`src/rtl/cmdq_pkg.sv`:
```
package cmdq_pkg;
  localparam int ADDR_W = 12;
  localparam int HALF_W = 16;
  localparam int WORD_W = 2 * HALF_W;
  localparam int IDX_W  = ADDR_W - 1;
  localparam int N_WIDE = 8;

  typedef enum logic [2:0] {
    W_BASE, W_END, W_HIWM, W_LOWM, W_DIST, W_WPTR, W_RPTR, W_BRK
  } wide_e;

  localparam logic [IDX_W-1:0] IDX_STAT  = 11'd0;
  localparam logic [IDX_W-1:0] IDX_CTRL  = 11'd1;
  localparam logic [IDX_W-1:0] IDX_CLR   = 11'd2;
  localparam logic [IDX_W-1:0] IDX_TOKEN = 11'd3;
  localparam logic [IDX_W-1:0] IDX_WIDE0 = 11'd16;
  localparam logic [IDX_W-1:0] IDX_LIMIT = 11'd32;

  typedef struct packed {
    logic bp_ie;
    logic link_en;
    logic udf_ie;
    logic ovf_ie;
    logic bp_en;
    logic rd_en;
  } ctrl_t;

  function automatic logic [WORD_W-1:0] ring_next(input logic [WORD_W-1:0] ptr,
                                                  input logic [WORD_W-1:0] base,
                                                  input logic [WORD_W-1:0] last,
                                                  input logic [WORD_W-1:0] step);
    return (ptr == last) ? base : ptr + step;
  endfunction
endpackage

```
`src/rtl/cmdq_split_reg.sv`:
```
module cmdq_split_reg #(
  parameter int H = 16,
  parameter logic [H-1:0] LO_MASK = '1
) (
  input  logic           clk_i,
  input  logic           rst_ni,
  input  logic           wr_lo_i,
  input  logic           wr_hi_i,
  input  logic [H-1:0]   wdata_i,
  input  logic           hw_ld_i,
  input  logic [2*H-1:0] hw_val_i,
  output logic [2*H-1:0] q_o
);
  always_ff @(posedge clk_i or negedge rst_ni) begin
    if (!rst_ni) begin
      q_o <= '0;
    end else if (wr_lo_i || wr_hi_i) begin
      // bus access wins over hardware update
      if (wr_lo_i) q_o[H-1:0]   <= wdata_i & LO_MASK;
      if (wr_hi_i) q_o[2*H-1:H] <= wdata_i;
    end else if (hw_ld_i) begin
      q_o <= hw_val_i;
    end
  end
endmodule

```
`src/rtl/cmdq_advance.sv`:
```
module cmdq_advance
  import cmdq_pkg::*;
#(
  parameter int LINE_BYTES = 32
) (
  input  logic              burst_i,
  input  logic              pop_i,
  input  ctrl_t             ctrl_i,
  input  logic [WORD_W-1:0] base_i,
  input  logic [WORD_W-1:0] end_i,
  input  logic [WORD_W-1:0] wptr_i,
  input  logic [WORD_W-1:0] rptr_i,
  input  logic [WORD_W-1:0] brk_i,
  input  logic [WORD_W-1:0] dist_i,
  output logic              fetch_ok_o,
  output logic              wptr_ld_o,
  output logic [WORD_W-1:0] wptr_nxt_o,
  output logic              rptr_ld_o,
  output logic [WORD_W-1:0] rptr_nxt_o,
  output logic              dist_ld_o,
  output logic [WORD_W-1:0] dist_nxt_o
);
  localparam logic [WORD_W-1:0] STEP = WORD_W'(LINE_BYTES);

  logic at_brk, push_go, pop_go;

  assign at_brk     = ctrl_i.bp_en && (rptr_i == brk_i);
  assign fetch_ok_o = ctrl_i.rd_en && !at_brk && (rptr_i != wptr_i);
  assign push_go    = burst_i && ctrl_i.link_en;
  assign pop_go     = pop_i && fetch_ok_o;

  assign wptr_ld_o  = push_go;
  assign wptr_nxt_o = ring_next(wptr_i, base_i, end_i, STEP);
  assign rptr_ld_o  = pop_go;
  assign rptr_nxt_o = ring_next(rptr_i, base_i, end_i, STEP);
  // simultaneous push and pop net to zero: no load
  assign dist_ld_o  = push_go ^ pop_go;
  assign dist_nxt_o = push_go ? dist_i + STEP : dist_i - STEP;
endmodule

```
`src/rtl/cmdq_status.sv`:
```
module cmdq_status
  import cmdq_pkg::*;
(
  input  logic              clk_i,
  input  logic              rst_ni,
  input  logic [WORD_W-1:0] dist_i,
  input  logic [WORD_W-1:0] hiwm_i,
  input  logic [WORD_W-1:0] lowm_i,
  input  logic [WORD_W-1:0] rptr_i,
  input  logic [WORD_W-1:0] brk_i,
  input  logic              bp_en_i,
  input  logic              clr_ovf_i,
  input  logic              clr_udf_i,
  input  logic              busy_i,
  output logic              ovf_o,
  output logic              udf_o,
  output logic              bp_hit_o,
  output logic              cmd_idle_o
);
  always_ff @(posedge clk_i or negedge rst_ni) begin
    if (!rst_ni) begin
      ovf_o      <= 1'b0;
      udf_o      <= 1'b0;
      bp_hit_o   <= 1'b0;
      cmd_idle_o <= 1'b1;
    end else begin
      ovf_o      <= (ovf_o && !clr_ovf_i) || (dist_i > hiwm_i);
      udf_o      <= (udf_o && !clr_udf_i) || (dist_i < lowm_i);
      bp_hit_o   <= bp_en_i && (bp_hit_o || (rptr_i == brk_i));
      cmd_idle_o <= !busy_i;
    end
  end
endmodule

```
`src/rtl/cmdq_ctrl_regs.sv`:
```
module cmdq_ctrl_regs
  import cmdq_pkg::*;
#(
  parameter int LINE_BYTES = 32
) (
  input  logic              clk_i,
  input  logic              rst_ni,
  input  logic [ADDR_W-1:0] reg_addr_i,
  input  logic              reg_we_i,
  input  logic [HALF_W-1:0] reg_wdata_i,
  output logic [HALF_W-1:0] reg_rdata_o,
  input  logic              burst_i,
  input  logic              fetch_pop_i,
  input  logic              decode_busy_i,
  output logic              fetch_ok_o,
  output logic [WORD_W-1:0] rd_ptr_o,
  output logic              irq_o
);
  localparam logic [HALF_W-1:0] ALIGN_MASK = ~HALF_W'(LINE_BYTES - 1);

  logic [IDX_W-1:0]  idx;
  logic [IDX_W-1:0]  rel;
  logic              unused_addr_lsb;
  ctrl_t             ctrl_q;
  logic [HALF_W-1:0] token_q;
  logic [WORD_W-1:0] wide_q [N_WIDE];
  logic              hw_ld  [N_WIDE];
  logic [WORD_W-1:0] hw_val [N_WIDE];

  logic [WORD_W-1:0] base_q, end_q, hiwm_q, lowm_q, dist_q, wp_q, rp_q, bp_q;
  logic wp_ld, rp_ld, dist_ld;
  logic [WORD_W-1:0] wp_nxt, rp_nxt, dist_nxt;
  logic ovf_q, udf_q, bp_hit_q, cmd_idle_q, rd_idle;
  logic clr_ovf, clr_udf;

  assign idx             = reg_addr_i[ADDR_W-1:1];
  assign rel             = idx - IDX_WIDE0;
  assign unused_addr_lsb = reg_addr_i[0];

  always_ff @(posedge clk_i or negedge rst_ni) begin
    if (!rst_ni) begin
      ctrl_q  <= '0;
      token_q <= '0;
    end else if (reg_we_i) begin
      if (idx == IDX_CTRL)  ctrl_q  <= ctrl_t'(reg_wdata_i[$bits(ctrl_t)-1:0]);
      if (idx == IDX_TOKEN) token_q <= reg_wdata_i;
    end
  end

  assign clr_ovf = reg_we_i && (idx == IDX_CLR) && reg_wdata_i[0];
  assign clr_udf = reg_we_i && (idx == IDX_CLR) && reg_wdata_i[1];

  for (genvar k = 0; k < N_WIDE; k++) begin : g_wide
    localparam logic [IDX_W-1:0] LO_IDX = IDX_WIDE0 + IDX_W'(2 * k);
    localparam logic [HALF_W-1:0] MSK =
      (k == int'(W_HIWM) || k == int'(W_LOWM)) ? '1 : ALIGN_MASK;
    cmdq_split_reg #(.H(HALF_W), .LO_MASK(MSK)) u_reg (
      .clk_i    (clk_i),
      .rst_ni   (rst_ni),
      .wr_lo_i  (reg_we_i && (idx == LO_IDX)),
      .wr_hi_i  (reg_we_i && (idx == LO_IDX + 11'd1)),
      .wdata_i  (reg_wdata_i),
      .hw_ld_i  (hw_ld[k]),
      .hw_val_i (hw_val[k]),
      .q_o      (wide_q[k])
    );
  end

  assign base_q = wide_q[W_BASE];
  assign end_q  = wide_q[W_END];
  assign hiwm_q = wide_q[W_HIWM];
  assign lowm_q = wide_q[W_LOWM];
  assign dist_q = wide_q[W_DIST];
  assign wp_q   = wide_q[W_WPTR];
  assign rp_q   = wide_q[W_RPTR];
  assign bp_q   = wide_q[W_BRK];

  cmdq_advance #(.LINE_BYTES(LINE_BYTES)) u_adv (
    .burst_i    (burst_i),
    .pop_i      (fetch_pop_i),
    .ctrl_i     (ctrl_q),
    .base_i     (base_q),
    .end_i      (end_q),
    .wptr_i     (wp_q),
    .rptr_i     (rp_q),
    .brk_i      (bp_q),
    .dist_i     (dist_q),
    .fetch_ok_o (fetch_ok_o),
    .wptr_ld_o  (wp_ld),
    .wptr_nxt_o (wp_nxt),
    .rptr_ld_o  (rp_ld),
    .rptr_nxt_o (rp_nxt),
    .dist_ld_o  (dist_ld),
    .dist_nxt_o (dist_nxt)
  );

  always_comb begin
    for (int k = 0; k < N_WIDE; k++) begin
      hw_ld[k]  = 1'b0;
      hw_val[k] = '0;
    end
    hw_ld[W_WPTR]  = wp_ld;
    hw_val[W_WPTR] = wp_nxt;
    hw_ld[W_RPTR]  = rp_ld;
    hw_val[W_RPTR] = rp_nxt;
    hw_ld[W_DIST]  = dist_ld;
    hw_val[W_DIST] = dist_nxt;
  end

  cmdq_status u_stat (
    .clk_i      (clk_i),
    .rst_ni     (rst_ni),
    .dist_i     (dist_q),
    .hiwm_i     (hiwm_q),
    .lowm_i     (lowm_q),
    .rptr_i     (rp_q),
    .brk_i      (bp_q),
    .bp_en_i    (ctrl_q.bp_en),
    .clr_ovf_i  (clr_ovf),
    .clr_udf_i  (clr_udf),
    .busy_i     (decode_busy_i),
    .ovf_o      (ovf_q),
    .udf_o      (udf_q),
    .bp_hit_o   (bp_hit_q),
    .cmd_idle_o (cmd_idle_q)
  );

  assign rd_idle = (rp_q == wp_q);

  always_comb begin
    reg_rdata_o = '0;
    if (idx >= IDX_LIMIT) begin
      reg_rdata_o = '0;
    end else if (idx >= IDX_WIDE0) begin
      reg_rdata_o = rel[0] ? wide_q[rel[3:1]][WORD_W-1:HALF_W]
                           : wide_q[rel[3:1]][HALF_W-1:0];
    end else begin
      case (idx)
        IDX_STAT:  reg_rdata_o = {11'd0, bp_hit_q, cmd_idle_q, rd_idle, udf_q, ovf_q};
        IDX_CTRL:  reg_rdata_o = HALF_W'(ctrl_q);
        IDX_TOKEN: reg_rdata_o = token_q;
        default:   reg_rdata_o = '0;
      endcase
    end
  end

  assign rd_ptr_o = rp_q;
  assign irq_o    = (bp_hit_q && ctrl_q.bp_ie) || (ovf_q && ctrl_q.ovf_ie) ||
                    (udf_q && ctrl_q.udf_ie);
endmodule

```
`config.mk`:
```
export PLATFORM = sky130hd
export DESIGN_NAME = cmdq_ctrl_regs
export DESIGN_NICKNAME = d
export VERILOG_FILES = /design/src/rtl/cmdq_pkg.sv /design/src/rtl/cmdq_split_reg.sv /design/src/rtl/cmdq_advance.sv /design/src/rtl/cmdq_status.sv /design/src/rtl/cmdq_ctrl_regs.sv
export SDC_FILE = /design/constraint.sdc
export NUM_CORES = 1
export LEC_CHECK = 0
export ABC_AREA = 1
export ABC_CLOCK_PERIOD_IN_PS = 3100
export BUFFER_PORTS_ARGS = -buffer_cell sky130_fd_sc_hd__buf_2
export CELL_PAD_IN_SITES_DETAIL_PLACEMENT = 0
export CELL_PAD_IN_SITES_GLOBAL_PLACEMENT = 1
export CORE_ASPECT_RATIO = 0.8
export CORE_MARGIN = 4
export CORE_UTILIZATION = 45
export CTS_BUF_LIST = sky130_fd_sc_hd__clkbuf_8
export DETAILED_ROUTE_END_ITERATION = 8
export PLACE_DENSITY_LB_ADDON = 0.1
export SLEW_MARGIN = 10
export SYNTH_ARGS = -nofsm -noshare
export SYNTH_HDL_FRONTEND = slang
export SYNTH_SLANG_ARGS = --single-unit
```
`constraint.sdc`:
```
create_clock -name clk_i -period 3.1 [get_ports clk_i]
set_input_delay 0.155 -clock clk_i [delete_from_list [all_inputs] [get_ports clk_i]]
set_output_delay 0.155 -clock clk_i [all_outputs]
set_load 0.02 [all_outputs]
```
# ---- Word level (Yosys, flattened, before mapping)
# Cells that the tools add are included.
dict set report word_totals {
  reg_bits 267
  input_bits 34
  output_inout_bits 50
  wordCells 160
}
dict set report op_classes {
  n_addsub 5
  order_cmp 5
  eq_ne 30
  muxes 22
  bitwise 2
  reduce_logical 69
}
# operator count
set ops {}
lappend ops {{$mux W32} 11}
lappend ops {{$eq A11 B5 Y1 const B} 16}
lappend ops {{$mux W16} 9}
lappend ops {{$eq A32 B32 Y1} 4}
lappend ops {{$add A32 B6 Y32 const B} 3}
lappend ops {{$bmux W32 S3} 1}
lappend ops {{$pmux W16 S3} 1}
lappend ops {{$reduce_and A2 Y1} 18}
lappend ops {{$gt A32 B32 Y1} 1}
lappend ops {{$lt A32 B32 Y1} 1}
lappend ops {{$ne A32 B32 Y1} 1}
lappend ops {{$sub A32 B6 Y32 const B} 1}
lappend ops {{$logic_and A1 B1 Y1} 30}
lappend ops {{$eq A11 B2 Y1 const B} 2}
lappend ops {{$logic_or A1 B1 Y1} 13}
lappend ops {{$ne A2 B1 Y1 const B} 6}
lappend ops {{$eq A11 B1 Y1 const B} 1}
lappend ops {{$ge A11 B5 Y1 const B} 1}
lappend ops {{$ge A11 B6 Y1 const B} 1}
lappend ops {{$logic_not A11 Y1} 1}
lappend ops {{$reduce_bool A2 Y1} 3}
lappend ops {{$ge A4 B4 Y1 const B} 1}
lappend ops {{$logic_not A1 Y1} 4}
lappend ops {{$not A3 Y4} 1}
lappend ops {{other kinds (2)} 2}

# ---- Longest topological paths before layout
# Gate-level depths: netlist of run 1.
dict set report logic_depth {
  depth_word 9
  depth_mapped 18
  depth_no_buf 17
}

# ---- Cells and area by module
# A second synthesis of run 1 with hierarchy kept.
dict set report hier_totals {
  cells_unflattened 4011
  area_unflattened_um2 24927.7
}
# module n_inst cells_per_inst area_per_inst_um2 seq_area_each_um2
set modules_own_cells {}
lappend modules_own_cells {{cmdq_split_reg (g_wide[0].u_reg ...)} 6 222 1601.5 800.8}
lappend modules_own_cells {cmdq_advance 1 1108 5691.7 0.0}
lappend modules_own_cells {cmdq_ctrl_regs 1 753 4078.9 550.5}
lappend modules_own_cells {{cmdq_split_reg (g_wide[2].u_reg ...)} 2 227 1654.1 800.8}
lappend modules_own_cells {cmdq_status 1 364 2239.6 101.3}

# ---- Least setup slack after synthesis of run 1
# Ideal clock, no wire load.
dict set report synth_path {
  kind {register -> register}
  startpoint {register ctrl_q[4] (netlist bit)}
  endpoint {register g_wide[4].u_reg.q_o[29]}
  setup_time_ps 117
  arrival_time_ps 2558
  required_time_ps 2983
  setup_slack_ps 425
  path_stages_with_launch 16
  path_buffers 0
  period_less_slack_ps 2675
  cell_sequence {dfrtp_1 > nand2_1 > inv_1 > fa_1 > inv_1 > nand3_1 > nand2_1 > a21oi_1 > o21bai_1 > nand3_1 > nand3_1 > nand2_1 > nand3_1 > nand2_1 > nand2_1 > nand2_1}
}
dict set report synth_between {
  elab_chain_len 4
  word_cells_on_any_way 7
  classes_between {mux (3); bitwise (1); reduce/logical (3)}
}
# item line_no
set synth_rtl {}
lappend synth_rtl {{start: declaration} cmdq_ctrl_regs.sv:24} ;# ctrl_t ctrl_q;
lappend synth_rtl {{start signal: assignment} cmdq_ctrl_regs.sv:45} ;# if (idx == IDX_CTRL) ctrl_q <= ctrl_t'(reg_wdata_i[$bits(ctrl_t)-1:0]);
lappend synth_rtl {{$logic_and A1 B1 Y1 *} cmdq_advance.sv:29} ;# assign push_go = burst_i && ctrl_i.link_en;
lappend synth_rtl {{$mux W32 or $xor A1 B1 Y1 (tied branches)} {cmdq_advance.sv:38, cmdq_advance.sv:37}}
lappend synth_rtl {{$mux W32 or $reduce_bool A2 Y1 (tied branches)} --}
lappend synth_rtl {{$mux W32 or $reduce_and A2 Y1 (tied branches)} --}
lappend synth_rtl {{end signal: indexed assignment} cmdq_split_reg.sv:19} ;# if (wr_lo_i) q_o[H-1:0] <= wdata_i & LO_MASK;
lappend synth_rtl {{end signal: indexed assignment} cmdq_split_reg.sv:20} ;# if (wr_hi_i) q_o[2*H-1:H] <= wdata_i;
lappend synth_rtl {{end signal: assignment} cmdq_split_reg.sv:22} ;# q_o <= hw_val_i;
lappend synth_rtl {{end: declaration} cmdq_split_reg.sv:12} ;# output logic [2*H-1:0] q_o
# Every way passes the cells marked *; elsewhere a longest branch is shown, timed or not. The select of a mux whose other input is x is not followed.
# A chain may end at the register's enable or synchronous reset.

# ---- Worst setup path after layout of run 1
dict set report layout_path {
  startpoint {register g_wide[5].u_reg.q_o[8]}
  endpoint {output reg_rdata_o[2]}
}
dict set report layout_between {
  elab_chain_len 4
}
# item line_no
set layout_rtl {}
lappend layout_rtl {{start: declaration} cmdq_split_reg.sv:12}
lappend layout_rtl {{start signal: indexed assignment} cmdq_split_reg.sv:19}
lappend layout_rtl {{start signal: indexed assignment} cmdq_split_reg.sv:20}
lappend layout_rtl {{start signal: assignment} cmdq_split_reg.sv:22}
lappend layout_rtl {{$eq A32 B32 Y1} cmdq_ctrl_regs.sv:128} ;# assign rd_idle = (rp_q == wp_q);
lappend layout_rtl {{$pmux W16 S3} cmdq_ctrl_regs.sv:138} ;# case (idx)
lappend layout_rtl {{$mux W16} cmdq_ctrl_regs.sv:134} ;# end else if (idx >= IDX_WIDE0) begin
lappend layout_rtl {{$mux W16} cmdq_ctrl_regs.sv:132} ;# if (idx >= IDX_LIMIT) begin
lappend layout_rtl {{end: declaration} cmdq_ctrl_regs.sv:11} ;# output logic [HALF_W-1:0] reg_rdata_o,
# No other way between the ends.

==> results of run 1 <==
==> area by class of cell <==
class | count | area (um^2) | area share, %
Clock buffer | 67 | 922.1 | 4.407
Clock inverter | 19 | 141.4 | 0.6756
Timing Repair Buffer | 212 | 1562 | 7.462
Antenna cell | 1 | 2.502 | 0.01196
Tap cell | 536 | 670.6 | 3.205
Sequential cell | 252 | 6311 | 30.16
Inverter | 251 | 942.2 | 4.502
Multi-Input combinational cell | 1976 | 10380 | 49.58
==> critical path, stage by stage (launching register included) <==
cell     delay (ns)
dfrtp_1        0.49
xnor2_1        0.51
nand2_1        0.12
nor2_1         0.12
nand3_1        0.16
nor2_1         0.16
buf_4          0.17
nand2_1        0.06
nand4_1        0.08
nand3_1        0.09
inv_1          0.09
buf_2          0.16
==> path summary, 6_finish.rpt <==
path	to	slack, ns	cells after the start
setup / recovery	reg_rdata_o[2]	0.10	11
setup reg to reg	g_wide[4].u_reg.q_o[29]$_DFFE_PN0P_	0.25	15
min in group asynchronous	g_wide[4].u_reg.q_o[31]$_DFFE_PN0P_	0.18	2
max in group asynchronous	g_wide[3].u_reg.q_o[28]$_DFFE_PN0P_	1.95	3
hold / removal	g_wide[4].u_reg.q_o[31]$_DFFE_PN0P_	0.1	5
hold reg to reg	g_wide[2].u_reg.q_o[14]$_DFFE_PN0P_	0.49	2
==> registers in the layout, indices dropped and copies added, names as in the netlist <==
register	cells
g_wide.u_reg.q_o	226
u_stat.cmd_idle_o	1
ctrl_q	6
u_stat.ovf_o	1
u_stat.bp_hit_o	1
u_stat.udf_o	1
token_q	16
==> layout by cell type, fill, tap and decap left out, types with 3 or more instances in the layout <==
| cell type | instances |
|---|---|
| nand2_1 | 710 |
| o21ai_0 | 332 |
| inv_1 | 253 |
| dfrtp_1 | 248 |
| nor2_1 | 183 |
| nand3_1 | 116 |
| buf_4 | 110 |
| a21oi_1 | 104 |
| o22ai_1 | 98 |
| ha_1 | 83 |
| xnor2_1 | 78 |
| buf_2 | 76 |
| clkbuf_8 | 67 |
| nand4_1 | 47 |
| xor2_1 | 39 |
| nor3_1 | 38 |
| o211ai_1 | 29 |
| dlygate4sd3_1 | 16 |
| or2_2 | 11 |
| a31oi_1 | 11 |
| o21bai_1 | 11 |
| nand2_2 | 9 |
| buf_12 | 9 |
| a22oi_1 | 8 |
| clkinv_2 | 8 |
| o21ai_1 | 7 |
| a211oi_1 | 6 |
| nor4_1 | 6 |
| inv_2 | 5 |
| o221ai_1 | 5 |
| nand3b_1 | 5 |
| conb_1 | 5 |
| a21o_1 | 4 |
| nor2_4 | 3 |
| o32ai_1 | 3 |
| nor2_2 | 3 |
| dfrtp_2 | 3 |
==> cells by family (layout without fill, tap and decap cells) <==
| kind of cell | Yosys count | count (layout) | synth area share, % |
|---|---|---|---|
| compound gates | 632 | 632 | 19.22 |
| xor+xnor | 117 | 117 | 5.597 |
| fa+ha+maj | 84 | 84 | 5.781 |
| buf+inv | 415 | 549 | 9.082 |
| flops | 252 | 252 | 34.45 |
| mux | 1 | 1 | 0.05467 |
| other cells | 1 | 6 | 0.02048 |
| simple gates | 1137 | 1137 | 25.80 |
==> per-stage QoR <==
stage	util, %	power, W	cell area [um^2]
after floorplan	-	0.007024	18330
after global placement	49.52	0.008773	19690
after detailed placement	49.52	0.008813	19690
after CTS	52.60	0.01255	20920
after global routing	52.61	0.01348	20920
final	52.62	0.01272	20930
==> report_power, final <==
| part | internal, W | total (W) | leakage [nW] | switching, W |
|---|---|---|---|---|
| Clock | 0.00208 | 0.00373 | 0.590 | 0.00165 |
| Combinational | 0.00175 | 0.00518 | 6.04 | 0.00344 |
| Sequential | 0.00345 | 0.00380 | 3.34 | 0.000348 |
==> layer usage <==
| layer | vias up | global-route usage, % | share of wire [%] |
|---|---|---|---|
| met5 | - | 0 | 0.011 |
| met4 | 2 | 9.593 | 2.9 |
| met3 | 154 | 14.07 | 14 |
| met2 | 1113 | 51.18 | 39 |
| met1 | 9510 | 55.49 | 44 |
| li1 | 8972 | - | - |
==> what timing repair did <==
| item | 4_1_cts | 5_1_grt |
|---|---|---|
| resized for setup | 0 | 4 |
| setup endpoints to repair | 0 | 1 |
| hold buffers | 16 | 0 |
| hold endpoints to repair | 93 | 0 |
==> results by group, run 1 <==
Timing
  • Setup Skew: 0.06969 ns
  • Max_slew headroom: 29.56%
  • RSZ-0062 raised after global routing: no
  • Hold WS: 0.09813 ns
  • Worst-Margin Slew: 1.055 ns
  • Setup TNS: 0 ns
  • FMAX: 333.5 MHz
  • Tcrit/Tclk final: 96.72%
  • Final max-slew violation count: 0
  • Post-layout min period: 2.998 ns
  • Setup violators final: 0
  • Setup WS post-layout: 0.1016 ns
  • Final Hold Viols: 0

Logic synthesis
  • Synth Instances: 2639
  • Top cells by count, synth: nand2_1, o21ai_0, dfrtp_1
  • #FFs+latches synth: 252
  • Synth area leaders: dfrtp_1, nand2_1, o21ai_0
  • Synth Flop Type: dfrtp_1
  • Largest area contributor in the netlist: dfrtp_1
  • Syn avg cell area: 6.938 um^2
  • Mapped Area: 0.01831 mm^2
  • Ys Warns: 0
  • Most numerous cell in the Yosys netlist: nand2_1
  • Number of synthesized flops with an enable pin: 0
  • Unique cell type count in the Yosys netlist: 54
  • Synth top area share: 34.30%
  • Ys async rst share: 100.0%
  • Register area share after synthesis: 34.45%

Setup path
  • Crit path DAT: 2.84 ns
  • Critical path startpoint: g_wide[5].u_reg.q_o[8]$_DFFE_PN0P_
  • RR Startpoint: ctrl_q[4]$_DFFE_PN0P_
  • Worst Setup End Kind: output pin
  • Worst Path Max Fanout: 6
  • Crit Path Category: reg -> out
  • Type of origin of the critical path: register
  • Critical Path RT: 2.94 ns

Clock tree
  • Clock sink count: 252
  • # H-tree levels: 2
  • Clk_lat worst skew: 0.63 ns
  • Reg clk slew, reported paths: 0.08 ns
  • CTS tree: built
  • Clock buffer depth: 3
  • Post-CTS setup buffer count: 0
  • CTS buffer count: 47
  • Root Buffer: clkbuf_8

Power and ir drop
  • Pwr Density: 607.7 mW/mm^2
  • Static Leakage: 9.969 nW
  • IR drop worst, VDD: 0.3205 mV

Floorplan
  • Die W: 233.5 um
  • Io pins: 84
  • Total core area: 0.03977 mm^2
  • Total die area: 0.04400 mm^2
  • Initial Util: 46.04%
  • Die height: 188.4 um
  • Row count: 65

Drt
  • Average vias per placed instance: 5.960
  • Via Count: 19750
  • DRC violation count after routing: 0
  • Routed length per instance: 25.36 um
  • ANT nets after route: 0
  • Routed wire length: 84.03 mm
  • DRT iter0 DRCs: 2385
  • Pre-antenna DRT Iters: 6

Placed design
  • HPWL after DPL: 64.50 mm
  • GP Congestion: 1.095
  • Port Buffers: 77
  • Dpl ws: 0.3541 ns
  • Dpl cells: 3211

Global routing
  • First-pass GRT wire length: 122.3 mm
  • Largest net degree at the start of global routing: 82
  • Total grt overflow: 0
  • Total track usage: 37.49%
  • Initial antenna violation count: 6
  • Vias in the first global route: 18110

Run status
  • Status: completed

Worst hold path
  • HP Class: in -> reg
  • Min-delay src: reg_wdata_i[15]

Cells and area
  • Final Net Count: 2858
  • Layout area overhead: 14.29%
  • Fill cell count: 4001
  • Share of layout cells above drive strength 1: 11.38%
  • Number of non-filler instances in the completed layout: 3314

Job
  • Max-Cap Viols: 0
No activity file was read; power rests on OpenSTA's default activity.
==> run 2, diff against run 1 <==
Settings changed: BUFFER_PORTS_ARGS -buffer_cell sky130_fd_sc_hd__buf_2 to -buffer_cell sky130_fd_sc_hd__buf_4.
==> run 2 against run 1 <==
Worst setup slack got worse by 0.0036 ns. Critical path type unchanged. Hold slack worse by 0.055 ns. Clock power is 7.8% lower.
==> results by group, run 2 (synthesized netlist as in run 1, its figures left out) <==
Setup path
  • Crit Path Category: reg -> out
  • Worst Setup End Kind: output pin
  • Most frequent CP cell: nand2_1
  • Reg-to-reg endpoint: g_wide[6].u_reg.q_o[21]$_DFFE_PN0P_
  • Crit path DAT: 2.85 ns (about the same)
  • Critical path startpoint: g_wide[6].u_reg.q_o[27]$_DFFE_PN0P_
  • Worst Path Max Fanout: 8 (+2)
  • Slowest CP cell: dfrtp_1
  • Type of origin of the critical path: register
  • Setup slack, reg-to-reg: 0.23 ns (-0.02 ns)
  • Critical Path RT: 2.94 ns (about the same)
  • Crit path largest cell delay: 0.69 ns (+0.18 ns)
  • Worst Reg-to-Reg Cells: 14 (-1)
  • RR Startpoint: g_wide[6].u_reg.q_o[29]$_DFFE_PN0P_
  • Worst-path cell chain: inv_1, nand2_1, nand2_1, nor2_1, nand2_1, nor2_1, nand2_1, nor2_1, buf_4, nand2_1, nand4_1, nand3_1, inv_1, buf_4

Placed design
  • GP Congestion: 1.034 (-5.6%)
  • HPWL after DPL: 63.68 mm (-1.3%)
  • Port Buffers: 77 (unchanged)
  • Dpl ws: 0.3630 ns (+0.008837 ns)

Drt
  • Routed length per instance: 25.16 um (-0.78%)
  • ANT nets after route: 0 (unchanged)
  • DRT iter0 DRCs: 2574 (+7.9%)
  • Pre-antenna DRT Iters: 7 (+1)
  • Routed wire length: 82.82 mm (-1.4%)
  • DRC violation count after routing: 0 (unchanged)
  • Average vias per placed instance: 5.944 (-0.27%)
  • Via Count: 19570 (-0.93%)

Clock tree
  • CTS tree: built
  • Clk_lat worst skew: 0.62 ns (about the same)
  • CTS buffer count: 46 (-2.1%)
  • # H-tree levels: 2 (unchanged)
  • Reg clk slew, reported paths: 0.07 ns (about the same)
  • Clock buffer depth: 3 (unchanged)
  • Clock sink count: 252 (unchanged)
  • Root Buffer: clkbuf_8

Global routing
  • Largest net degree at the start of global routing: 81 (-1.2%)
  • First-pass GRT wire length: 121.3 mm (-0.86%)
  • Total track usage: 36.98% (-0.51 points)
  • Total grt overflow: 0 (unchanged)
  • Initial antenna violation count: 0 (-6)
  • Vias in the first global route: 17950 (-0.87%)

Floorplan
  • Total core area: 0.03977 mm^2 (unchanged)
  • Initial Util: 46.04% (unchanged)
  • Die height: 188.4 um (unchanged)
  • Row count: 65 (unchanged)
  • Total die area: 0.04400 mm^2 (unchanged)
  • Die W: 233.5 um (unchanged)
  • Io pins: 84 (unchanged)

Timing
  • Hold WS: 0.04304 ns (-0.05509 ns)
  • Final Hold Viols: 0 (unchanged)
  • RSZ-0062 raised after global routing: no
  • Tcrit/Tclk final: 96.84% (+0.12 points)
  • Max_slew headroom: 29.60% (+0.042 points)
  • Setup violators final: 0 (unchanged)
  • Setup WS post-layout: 0.09802 ns (-0.003610 ns)
  • Final max-slew violation count: 0 (unchanged)
  • FMAX: 333.1 MHz (-0.12%)
  • Setup Skew: 0.04527 ns (-0.02442 ns)
  • Post-layout min period: 3.002 ns (+0.003610 ns)
  • Worst-Margin Slew: 1.053 ns (-0.002023 ns)
  • Setup TNS: 0 ns (unchanged)

Cells and area
  • Largest register FFs: 226 (unchanged)
  • Most flops, register: g_wide.u_reg.q_o
  • Final Net Count: 2837 (-0.73%)
  • Commonest non-fill, non-tap cell in the layout: nand2_1
  • Layout area overhead: 13.99%
  • Share of layout cells above drive strength 1: 10.38% (-1.0 points)
  • Largest registers: g_wide.u_reg.q_o x226, token_q x16, ctrl_q x6
  • Most frequent cells in the layout: nand2_1, o21ai_0, inv_1, dfrtp_1, nor2_1

Worst hold path
  • Hold Path Sink: g_wide[4].u_reg.q_o[31]$_DFFE_PN0P_
  • Min-delay src: reg_wdata_i[15]
  • HP Class: in -> reg
  • Hold path depth: 5 (unchanged)

Power and ir drop
  • IR drop worst, VDD: 0.3819 mV (+19%)
  • Static Leakage: 9.887 nW (-0.82%)
  • Pwr Density: 591.6 mW/mm^2 (-2.6%)

Job
  • Max-Cap Viols: 0 (unchanged)

Run status
  • Status: completed
-- run 2: cell types whose count changed in the layout (fill, tap and decap cells not counted), sizes merged --
| cell | change |
|---|---|
| dlygate4sd3 | -1 |
| clkinv | -5 |
| clkinvlp | +2 |
| buf | -19 |
| inv | +9 |
| bufinv | -1 |
| clkbuf | -7 |
-- run 2: area by class of cell --
class / count / area [um^2]
antenna: 1 / 2.502
clock buffer: 60 / 825.8
clock inverter: 24 / 132.6
fill: 4027 / 18900
inverter: 251 / 942.2
multi-input combinational: 1976 / 10380
sequential: 252 / 6311
tap: 536 / 670.6
timing repair buffer: 192 / 1612
-- run 2: worst max-delay path by stage --
| stage | slack, ns | end | cells past startpoint |
|---|---|---|---|
| 2_1_floorplan | 0.43 | g_wide[4].u_reg.q_o[29]$_DFFE_PN0P_ | 15 |
| 3_3_place_gp | 0.43 | g_wide[6].u_reg.q_o[20]$_DFFE_PN0P_ | 15 |
| 3_5_place_dp | 0.36 | g_wide[6].u_reg.q_o[23]$_DFFE_PN0P_ | 14 |
| 4_1_cts | 0.16 | reg_rdata_o[2] | 14 |
| 5_1_grt | 0.0002 | reg_rdata_o[2] | 14 |
| 6_report | 0.1 | reg_rdata_o[2] | 14 |
-- run 2: metrics by stage --
stage	util (%)	std cells	area (um^2)	power [W]
after global placement	49.67	3192	19750	0.008727
after CTS	52.46	3291	20860	0.01221
after detailed placement	49.67	3192	19750	0.008763
final	52.48	3292	20870	0.01235
after global routing	52.47	3291	20870	0.01306
after floorplan	-	2643	18330	0.007024
-- run 2: timing repair --
action / 4_1_cts / 5_1_grt
buffers inserted: 0 / 0
endpoints found under the setup margin: 0 / 5
endpoints found under the hold margin: 93 / 0
hold buffers: 15 / 0
resized for setup: 0 / 4
-- run 2: report_power, final --
group / internal, W / switching [W]
clock network: 0.00181 / 0.00163
logic: 0.00176 / 0.00330
registers: 0.00345 / 0.000406
-- run 2: routing by layer --
layer  wire length, um  part of all wire, %  vias up  GRT usage (%)
met4              2024                  2.4        0          7.926
li1                  -                    -     8952              -
met2             32860                   40     1112          50.47
met3             10790                   13      144          12.86
met5                 0                    0        -              0
met1             37150                   45     9359          56.02
-- run 2: worst max-delay path, delay by kind of cell, from the launching register on --
kind,cells,cell delay (ns)
buf+inv,4,0.56
flops,1,0.69
simple gates,10,0.96
==> run 3, diff against run 2 <==
Settings changed: CORE_ASPECT_RATIO 0.8 to default.
==> run 3 against run 2 <==
Cell count rose by 0.21%. Via count decreased by 0.13%. Sequential cell count stayed put. Critical path type unchanged. Hold slack improved by 0.014 ns.
==> results by group, run 3 (synthesized netlist as in run 1, its figures left out) <==
Setup path
  • Slowest CP cell: dfrtp_1
  • Crit. path cell count: 12 (-2)
  • Type of origin of the critical path: register
  • Setup slack, reg-to-reg: 0.16 ns (-0.07 ns)
  • Crit path DAT: 2.84 ns (about the same)
  • Worst path bufs/invs: 3 (-1)
  • Worst-path cell chain: inv_1, nand2_1, nand2_1, nor2_1, nand2_1, nor2_1, nand2_1, nor2_1, buf_4, nor2_1, and2_1, buf_4
  • Worst Path Max Fanout: 5 (-3)
  • Critical Path RT: 2.94 ns (about the same)
  • Crit-path leading delay family: simple AND/OR/NAND/NOR gates
  • Worst Setup End Kind: output pin
  • Crit path largest cell delay: 0.50 ns (-0.19 ns)
  • Worst Reg-to-Reg Cells: 15 (+1)
  • Crit Path Category: reg -> out

Cells and area
  • Final Net Count: 2854 (+0.60%)
  • Commonest non-fill, non-tap cell in the layout: nand2_1
  • Layout area overhead: 14.71%
  • Design area: 0.02100 mm^2 (+0.63%)
  • Largest register FFs: 226 (unchanged)
  • Share of layout cells above drive strength 1: 11.00% (+0.62 points)
  • Most frequent cells in the layout: nand2_1, o21ai_0, inv_1, dfrtp_1
  • Fill cell count: 4037 (+0.25%)
  • Most flops, register: g_wide.u_reg.q_o
  • Register area: 0.006309 mm^2 (about the same)
  • Core Util, Final: 52.50% (about the same)
  • Largest registers: g_wide.u_reg.q_o x226, token_q x16, ctrl_q x6
  • Area of the multi-input gates: 0.01038 mm^2 (about the same)

Clock tree
  • # H-tree levels: 2 (unchanged)
  • Reg clk slew, reported paths: 0.06 ns (about the same)
  • Post-CTS setup buffer count: 0 (unchanged)
  • Clock buffer depth: 3 (unchanged)
  • Clk_lat worst skew: 0.67 ns (+0.05 ns)
  • Clock sink count: 252 (unchanged)
  • CTS tree: built
  • CTS buffer count: 47 (+2.2%)
  • Root Buffer: clkbuf_8

Timing
  • Setup Skew: 0.04772 ns (+0.002451 ns)
  • Post-layout min period: 2.991 ns (-0.01098 ns)
  • Worst-Margin Slew: 1.294 ns (+0.2402 ns)
  • Max_slew headroom: 13.67% (-16 points)
  • Setup violators final: 0 (unchanged)
  • RSZ-0062 raised after global routing: no
  • Tcrit/Tclk final: 96.48% (-0.35 points)
  • Setup WS post-layout: 0.1090 ns (+0.01098 ns)
  • Final max-slew violation count: 0 (unchanged)
  • Final Hold Viols: 0 (unchanged)
  • FMAX: 334.3 MHz (+0.37%)
  • Setup TNS: 0 ns (unchanged)

Floorplan
  • Total core area: 0.04001 mm^2 (+0.59%)
  • Io pins: 84 (unchanged)
  • Die height: 209.7 um (+11%)
  • Total die area: 0.04398 mm^2 (about the same)
  • Initial Util: 45.77% (-0.27 points)
  • Die W: 209.7 um (-10%)
  • Row count: 73 (+12%)

Worst hold path
  • HP Class: in -> reg
  • Hold path depth: 3 (-2)

Drt
  • Routed length per instance: 25.59 um (+1.7%)
  • Via Count: 19540 (-0.13%)
  • DRC violation count after routing: 0 (unchanged)
  • ANT nets after route: 0 (unchanged)
  • Average vias per placed instance: 5.923 (-0.34%)
  • Pre-antenna DRT Iters: 6 (-1)
  • DRT iter0 DRCs: 2278 (-11%)
  • Routed wire length: 84.43 mm (+1.9%)

Placed design
  • Port Buffers: 77 (unchanged)
  • Dpl ws: 0.2573 ns (-0.1057 ns)
  • GP Congestion: 1.006 (-2.7%)
  • HPWL after DPL: 64.05 mm (+0.59%)
  • Dpl cell area: 0.01977 mm^2 (about the same)

Power and ir drop
  • Pwr Density: 593.6 mW/mm^2 (+0.33%)
  • IR drop worst, VDD: 0.5418 mV (+42%)
  • Static Leakage: 9.971 nW (+0.86%)
  • Design Power: 0.01247 W (+0.96%)

Global routing
  • Total grt overflow: 0 (unchanged)
  • First-pass GRT wire length: 121.5 mm (+0.16%)
  • Total track usage: 37.17% (+0.18 points)
  • Initial antenna violation count: 0 (unchanged)
  • Vias in the first global route: 18080 (+0.71%)
  • Largest net degree at the start of global routing: 81 (unchanged)

Run status
  • Status: completed

Job
  • Max-Cap Viols: 0 (unchanged)
[run 3: cell count changes in the layout (fill, tap and decap cells not counted), sizes merged]
cell         previous run  this run
buf                   177       189
bufinv                  1         2
clkbuf                 60        63
clkinv                  4         8
dlygate4sd3            15        19
inv                   268       262
[run 3: power by group]
part           leakage, nW  total, W  internal (W)  switching (W)
combinational         6.06   0.00503       0.00178        0.00325
clock                0.574   0.00363       0.00199        0.00164
sequential            3.34   0.00381       0.00345       0.000357
[run 3: timing repair]
item / 4_1_cts / 5_1_grt
hold buffers: 19 / 0
hold endpoints to repair: 102 / 0
setup endpoints to repair: 0 / 2
gates resized for setup: 0 / 2
[run 3: stage by stage]
| step | std cells | hold slack (ns) |
|---|---|---|
| after floorplan | 2643 | -0.1406 |
| after global placement | 3193 | 0.2099 |
| after detailed placement | 3193 | 0.2108 |
| after CTS | 3298 | 0.01703 |
| after global routing | 3298 | 0.01662 |
| final | 3299 | 0.05709 |
[run 3: worst paths after layout]
path | startpoint | to
max reg2reg | g_wide[5].u_reg.q_o[28]$_DFFE_PN0P_ | g_wide[6].u_reg.q_o[23]$_DFFE_PN0P_
max in group asynchronous | rst_ni | g_wide[4].u_reg.q_o[12]$_DFFE_PN0P_
max | g_wide[5].u_reg.q_o[28]$_DFFE_PN0P_ | fetch_ok_o
min reg2reg | g_wide[3].u_reg.q_o[19]$_DFFE_PN0P_ | g_wide[3].u_reg.q_o[19]$_DFFE_PN0P_
min | reg_wdata_i[9] | g_wide[5].u_reg.q_o[25]$_DFFE_PN0P_
min in group asynchronous | rst_ni | g_wide[5].u_reg.q_o[29]$_DFFE_PN0P_
[run 3: per-layer routing]
metal  up-vias  track usage (%)  wire length [um]
met1      9308            48.93             33590
met4         0            22.64              6238
li1       8968                -                 -
met2      1037            56.16             36550
met3       228            7.803              8042
met5         -                0                 0
[run 3: area by class of cell]
cell class / count / area share (%)
tap: 525 / 3.128
clock inverter: 23 / 0.8102
multi-input combinational: 1976 / 49.40
sequential: 252 / 30.04
clock buffer: 63 / 4.128
inverter: 251 / 4.486
antenna: 1 / 0.01191
timing repair buffer: 208 / 7.995
[run 3: worst reg2reg max path, cell delays in order (launching register included)]
cell	delay [ns]
dfrtp_1	0.50
inv_1	0.16
nand2_1	0.07
nand2_1	0.08
nor2_1	0.04
nand2_1	0.11
nor2_1	0.05
nand2_1	0.08
nor2_1	0.08
buf_4	0.17
nor2_1	0.48
nand4_2	0.40
nand2_2	0.24
buf_4	0.23
nor2_1	0.06
a21oi_1	0.13
